`src/rtl/prt_pkg.sv`:
```
package prt_pkg;
  localparam int unsigned NUM_CH    = 2;
  localparam int unsigned DW        = 8;
  localparam int unsigned CNT_W     = 2 * DW;
  localparam int unsigned AW        = 4;
  localparam int unsigned PRESCALE  = 20;
  localparam int unsigned CH_STRIDE = 5;
  localparam logic [AW-1:0] CTRL_ADDR = AW'(4);

  typedef enum logic [1:0] {
    OFS_CNT_LO = 2'd0,
    OFS_CNT_HI = 2'd1,
    OFS_RLD_LO = 2'd2,
    OFS_RLD_HI = 2'd3
  } ch_ofs_e;

  function automatic logic [AW-1:0] ch_base(input int unsigned c);
    return AW'(c * CH_STRIDE);
  endfunction
endpackage

```
`src/rtl/prt_prescaler.sv`:
```
module prt_prescaler #(
  parameter int unsigned DIV = 20
) (
  input  logic clk_i,
  input  logic rst_ni,
  output logic tick_o
);
  localparam int unsigned W = (DIV > 1) ? $clog2(DIV) : 1;

  logic [W-1:0] cnt_q;

  assign tick_o = (cnt_q == W'(DIV - 1));

  always_ff @(posedge clk_i or negedge rst_ni) begin
    if (!rst_ni) cnt_q <= '0;
    else if (tick_o) cnt_q <= '0;
    else cnt_q <= cnt_q + W'(1);
  end
endmodule

```
`src/rtl/prt_channel.sv`:
```
module prt_channel #(
  parameter int unsigned DW = 8
) (
  input  logic            clk_i,
  input  logic            rst_ni,
  input  logic            tick_i,
  input  logic            en_i,
  input  logic [3:0]      wr_sel_i,   // cnt lo, cnt hi, rld lo, rld hi
  input  logic [DW-1:0]   wdata_i,
  input  logic            ctrl_rd_i,
  input  logic            cnt_rd_i,
  output logic [2*DW-1:0] cnt_o,
  output logic [2*DW-1:0] rld_o,
  output logic            flag_o
);
  localparam int unsigned CW = 2 * DW;

  logic [CW-1:0] cnt_q, rld_q;
  logic          flag_q, armed_q;
  logic          step, hit;

  assign step = en_i && tick_i;
  assign hit  = step && (cnt_q == CW'(1));

  always_ff @(posedge clk_i or negedge rst_ni) begin
    if (!rst_ni) begin
      cnt_q <= '1;
    end else if (en_i) begin
      if (tick_i) cnt_q <= (cnt_q == '0) ? rld_q : cnt_q - CW'(1);
    end else begin
      if (wr_sel_i[0]) cnt_q[DW-1:0]  <= wdata_i;
      if (wr_sel_i[1]) cnt_q[CW-1:DW] <= wdata_i;
    end
  end

  always_ff @(posedge clk_i or negedge rst_ni) begin
    if (!rst_ni) begin
      rld_q <= '1;
    end else begin
      if (wr_sel_i[2]) rld_q[DW-1:0]  <= wdata_i;
      if (wr_sel_i[3]) rld_q[CW-1:DW] <= wdata_i;
    end
  end

  // set beats clear
  always_ff @(posedge clk_i or negedge rst_ni) begin
    if (!rst_ni) begin
      flag_q  <= 1'b0;
      armed_q <= 1'b0;
    end else begin
      if (hit) flag_q <= 1'b1;
      else if (cnt_rd_i && armed_q) flag_q <= 1'b0;
      if (ctrl_rd_i) armed_q <= 1'b1;
      else if (cnt_rd_i) armed_q <= 1'b0;
    end
  end

  assign cnt_o  = cnt_q;
  assign rld_o  = rld_q;
  assign flag_o = flag_q;
endmodule

```
`src/rtl/prt_rdmux.sv`:
```
module prt_rdmux
  import prt_pkg::*;
(
  input  logic [AW-1:0]                 addr_i,
  input  logic [NUM_CH-1:0][CNT_W-1:0]  cnt_i,
  input  logic [NUM_CH-1:0][CNT_W-1:0]  rld_i,
  input  logic [DW-1:0]                 ctrl_i,
  output logic [DW-1:0]                 rdata_o
);
  always_comb begin
    rdata_o = '0;
    if (addr_i == CTRL_ADDR) rdata_o = ctrl_i;
    for (int unsigned c = 0; c < NUM_CH; c++) begin
      if (addr_i == ch_base(c) + AW'(OFS_CNT_LO)) rdata_o = cnt_i[c][DW-1:0];
      if (addr_i == ch_base(c) + AW'(OFS_CNT_HI)) rdata_o = cnt_i[c][CNT_W-1:DW];
      if (addr_i == ch_base(c) + AW'(OFS_RLD_LO)) rdata_o = rld_i[c][DW-1:0];
      if (addr_i == ch_base(c) + AW'(OFS_RLD_HI)) rdata_o = rld_i[c][CNT_W-1:DW];
    end
  end
endmodule

```
`src/rtl/dual_reload_timer.sv`:
```
module dual_reload_timer
  import prt_pkg::*;
#(
  parameter int unsigned PRESCALE_DIV = PRESCALE
) (
  input  logic              clk_i,
  input  logic              rst_ni,
  input  logic [AW-1:0]     addr_i,
  input  logic              wr_i,
  input  logic              rd_i,
  input  logic [DW-1:0]     wdata_i,
  output logic [DW-1:0]     rdata_o,
  output logic [NUM_CH-1:0] irq_o
);
  logic                        tick;
  logic [NUM_CH-1:0]           en_q, ie_q, flag;
  logic [NUM_CH-1:0][CNT_W-1:0] cnt, rld;
  logic [DW-1:0]               ctrl_byte;
  logic                        ctrl_rd;

  assign ctrl_rd = rd_i && (addr_i == CTRL_ADDR);

  prt_prescaler #(.DIV(PRESCALE_DIV)) u_presc (
    .clk_i  (clk_i),
    .rst_ni (rst_ni),
    .tick_o (tick)
  );

  always_ff @(posedge clk_i or negedge rst_ni) begin
    if (!rst_ni) begin
      en_q <= '0;
      ie_q <= '0;
    end else if (wr_i && addr_i == CTRL_ADDR) begin
      en_q <= wdata_i[NUM_CH-1:0];
      ie_q <= wdata_i[2*NUM_CH-1:NUM_CH];
    end
  end

  always_comb begin
    ctrl_byte = '0;
    ctrl_byte[NUM_CH-1:0]          = en_q;
    ctrl_byte[2*NUM_CH-1:NUM_CH]   = ie_q;
    ctrl_byte[3*NUM_CH-1:2*NUM_CH] = flag;
  end

  for (genvar c = 0; c < NUM_CH; c++) begin : g_ch
    logic [3:0] wr_sel;
    logic       cnt_rd;

    for (genvar k = 0; k < 4; k++) begin : g_sel
      assign wr_sel[k] = wr_i && (addr_i == ch_base(c) + AW'(k));
    end

    assign cnt_rd = rd_i && ((addr_i == ch_base(c) + AW'(OFS_CNT_LO)) ||
                             (addr_i == ch_base(c) + AW'(OFS_CNT_HI)));

    prt_channel #(.DW(DW)) u_ch (
      .clk_i     (clk_i),
      .rst_ni    (rst_ni),
      .tick_i    (tick),
      .en_i      (en_q[c]),
      .wr_sel_i  (wr_sel),
      .wdata_i   (wdata_i),
      .ctrl_rd_i (ctrl_rd),
      .cnt_rd_i  (cnt_rd),
      .cnt_o     (cnt[c]),
      .rld_o     (rld[c]),
      .flag_o    (flag[c])
    );
  end

  prt_rdmux u_rdmux (
    .addr_i  (addr_i),
    .cnt_i   (cnt),
    .rld_i   (rld),
    .ctrl_i  (ctrl_byte),
    .rdata_o (rdata_o)
  );

  assign irq_o = flag & ie_q;
endmodule

```
`config.mk`:
```
export PLATFORM = sky130hd
export DESIGN_NAME = dual_reload_timer
export DESIGN_NICKNAME = d
export VERILOG_FILES = /design/src/rtl/prt_pkg.sv /design/src/rtl/prt_prescaler.sv /design/src/rtl/prt_channel.sv /design/src/rtl/prt_rdmux.sv /design/src/rtl/dual_reload_timer.sv
export SDC_FILE = /design/constraint.sdc
export NUM_CORES = 1
export LEC_CHECK = 0
export BUFFER_PORTS_ARGS = -buffer_cell sky130_fd_sc_hd__clkbuf_2
export CAP_MARGIN = 20
export CELL_PAD_IN_SITES_DETAIL_PLACEMENT = 1
export CELL_PAD_IN_SITES_GLOBAL_PLACEMENT = 1
export CORE_MARGIN = 2
export CORE_UTILIZATION = 40
export DETAILED_ROUTE_END_ITERATION = 8
export PLACE_DENSITY_LB_ADDON = 0.1
export SLEW_MARGIN = 20
export SYNTH_ARGS = -nofsm -noshare
export SYNTH_HDL_FRONTEND = slang
export SYNTH_SLANG_ARGS = --single-unit
```
`constraint.sdc`:
```
create_clock -name clk_i -period 6.6 [get_ports clk_i]
set_clock_uncertainty 0.2 [all_clocks]
set_input_delay 0.33 -clock clk_i [delete_from_list [all_inputs] [get_ports clk_i]]
set_output_delay 0.33 -clock clk_i [all_outputs]
set_load 0.05 [all_outputs]
```
==> run_results.csv <==
group,metric,value,unit
run_status,status,"complete, no violations",
worst_setup_path,start_kind,"input port",
timing,finalHoldViolations,0,
drt,avgRoutedWirePerCell,22.8,µm
logic_synthesis,synthTopCellsByArea,"dfstp_2 33%, mux2_2 8.7%, dfrtp_1 6.4%",
drt,drt-total-wl,16.4,mm
logic_synthesis,synthFlopType,"dfstp_2",
drt,viasPerCell,6.05,
worst_hold_path,hold_depth,3,
placement,io_buffers,25,
logic_synthesis,ys.warnings.count,0,
placement,hpwl,11.6,mm
clock_network,clock-sinks,77,
floorplan,die_x,117,µm
clock_network,numCtsBuffers,9,
pwr,power_frac_seq,45.0,%
logic_synthesis,yosysSeqAreaShare,39.6,%
pwr,total_power,0.00212,W
floorplan,dieArea,13600,µm²
timing,post-route-period-util,46.5,%
worst_setup_path,worst_ep_arrival_time,2540,ps
timing,finalCriticalPeriod,3070,ps
flow_run,drv_cap,0,
drt,drt-initial-drc-count,283,
logic_synthesis,yosysMostFrequentCell,"dfstp_2",
logic_synthesis,avgSynthCellArea,9.41,µm²
global_routing,met2_usage,39.7,%
global_routing,grt_util_all_layers,25.6,%
placement,gp_congestion,0.868,
global_routing,grt_use_met3,4.51,%
clock_network,cts_tree,"built",
worst_setup_path,rrSetupSlack,3620,ps
drt,drc_errors,0,
logic_synthesis,synth_top_area_cell,"dfstp_2",
finish,areaGrowthSynthToFinish,11.2,%
global_routing,grt_overflow,0,
finish,nets,568,
logic_synthesis,syn_nets,561,
global_routing,antenna_found_initial,0,
worst_setup_path,reg2reg_depth,7,
global_routing,top_usage_layer,"met2",
worst_hold_path,hp-start,"rd_i",
global_routing,grt_pass1_wl,25.8,mm
timing,slew_headroom,29.6,%
global_routing,met1_usage,36.4,%
logic_synthesis,synth_edf_count,0,
logic_synthesis,ys_top_cells_by_count,"64 x dfstp_2, 55 x nand2_1, 39 x mux2_2",
clock_network,cts.repair.resized,0,
clock_network,cts_max_level,3,
pwr,p_sw,0.000790,W
worst_setup_path,crit_type,"input port to output port",
worst_setup_path,reg2reg_to,"g_ch[0].u_ch.cnt_o[3]",
clock_network,worstSkewPairLatency,350,ps
timing,drv_slew,0,
finish,drive_above_1_share,28.9,%
pwr,p_int,0.00133,W
worst_hold_path,worstHoldPathType,"input port to flip-flop",
logic_synthesis,synth_area,5060,µm²
timing,setup_slack,3530,ps
pwr,ir_drop,0.000162,V
logic_synthesis,synth_cell_types,65,
floorplan,start_util,40.6,%
worst_setup_path,required,6070,ps
pwr,power.clock.fraction,25.5,%
timing,finalSetupViolations,0,
timing,fmax,0.326,GHz
global_routing,grt_max_degree,78,
clock_network,cts_root_buf,"clkbuf_16",
timing,setup_tns,0,ps
pwr,p_per_area,377,nW/µm²
logic_synthesis,synthDominantCellAreaShare,33.2,%
floorplan,die_h,117,µm
timing,rsz0062_at_grt,"false",
drt,postRouteAntennaNets,0,
drt,vias,4369,
pwr,leakage,2.23,nW
floorplan,num_rows,41,
worst_setup_path,r2r-start,"u_presc.cnt_q[0]",
worst_hold_path,holdPathEnd,"g_ch[1].u_ch.armed_q",
global_routing,grt_pass1_vias,4516,
drt,drt_pass1_iterations,4,
worst_setup_path,cp-end-kind,"output port",
floorplan,coreArea,12500,µm²
pwr,swShare,37.2,%
logic_synthesis,async_reset_ff_share,100,%
placement,dp_slack,3500,ps
clock_network,cts.path.max_buffers,2,
finish,antenna_cells,0,
floorplan,boundaryPins,26,
logic_synthesis,synthCells,538,
worst_setup_path,worstPathMaxFanout,42,
timing,tightest_slew,1060,ps
pwr,power_frac_comb,29.5,%
clock_network,clk_pin_slew,60,ps
logic_synthesis,synth-seq-cells,77,
[what timing repair did]
item,4_1_cts,5_1_grt
endpoints found under the hold margin,2,0
hold buffers,1,0
buffers inserted,0,0
[worst max-delay path by stage]
stage | slack (ps) | cells after the start | from | endpoint
detailed placement | 3500 | 6 | addr_i[0] | g_ch[1].u_ch.cnt_o[11]
global placement | 3600 | 6 | addr_i[0] | g_ch[1].u_ch.cnt_o[11]
finish | 3530 | 7 | addr_i[0] | rdata_o[2]
floorplan | 3780 | 6 | addr_i[0] | rdata_o[6]
global route | 3340 | 7 | addr_i[0] | rdata_o[3]
CTS | 3560 | 7 | addr_i[0] | rdata_o[2]
[final cells by class]
cell class	count	area, µm²
Clock inverter	7	98.8
Inverter	17	63.8
Tap cell	172	215
Timing Repair Buffer	31	195
Sequential cell	77	2010
Fill cell	1432	6840
Clock buffer	9	225
Multi-Input combinational cell	409	2830
[metal layers]
layer	vias to the layer above	part of all wire, %
met5	-	0
met4	0	1.8
met3	14	4.5
met2	92	45
met1	2246	48
li1	2017	-
[cells by family (layout without fill, tap and decap cells)]
kind of cell / after synthesis / in the layout / share of synthesized area (%)
simple gates: 176 / 176 / 17.9
compound gates: 147 / 147 / 19.7
flops: 77 / 77 / 39.6
mux: 65 / 65 / 14.1
buf+inv: 52 / 64 / 4.59
xor+xnor: 14 / 14 / 2.42
fa+ha+maj: 7 / 7 / 1.73
[power by group through the flow]
stage	Combinational, W	Clock [W]	Sequential (W)
floorplan	0.000505	0	0.000840
global placement	0.000601	0	0.000954
detailed placement	0.000622	0	0.000956
CTS	0.000626	0.000557	0.000953
global route	0.000699	0.000575	0.000978
finish	0.000626	0.000542	0.000956
[flip-flops by register name, indices dropped and copies added (netlist names)]
name / count
ie_q: 2
g_ch.u_ch.armed_q: 2
g_ch.u_ch.rld_o: 32
g_ch.u_ch.cnt_o: 32
g_ch.u_ch.flag_o: 2
u_presc.cnt_q: 5
en_q: 2
[worst max-delay path, stage by stage]
cell and delay [ps]:
clkbuf_2 560, nor2b_1 610, a21oi_1 140, o21ai_0 140
o21ai_0 150, o221ai_1 250, clkbuf_2 330
[placed cells by master (no fill, tap or decap), drive strengths merged, types with 15 or more instances in the layout]
master  netlist  routed
nand2b       15      15
mux2i        25      25
nor2         30      30
clkbuf       27      33
mux2         39      39
a21oi        30      30
dfstp        64      64
nor3         15      15
o221ai       17      17
nand2        55      55
o21ai        31      31
inv          17      18
[stage by stage]
stage	cell area (µm²)	hold WS (ps)	instances	utilization, %
floorplan	5060	-166	538	-
global placement	5260	250	703	42.2
detailed placement	5260	276	703	42.2
CTS	5600	83.1	720	44.9
global route	5630	109	722	45.2
finish	5630	82.0	722	45.2
Power figures use the tool's default switching activity.
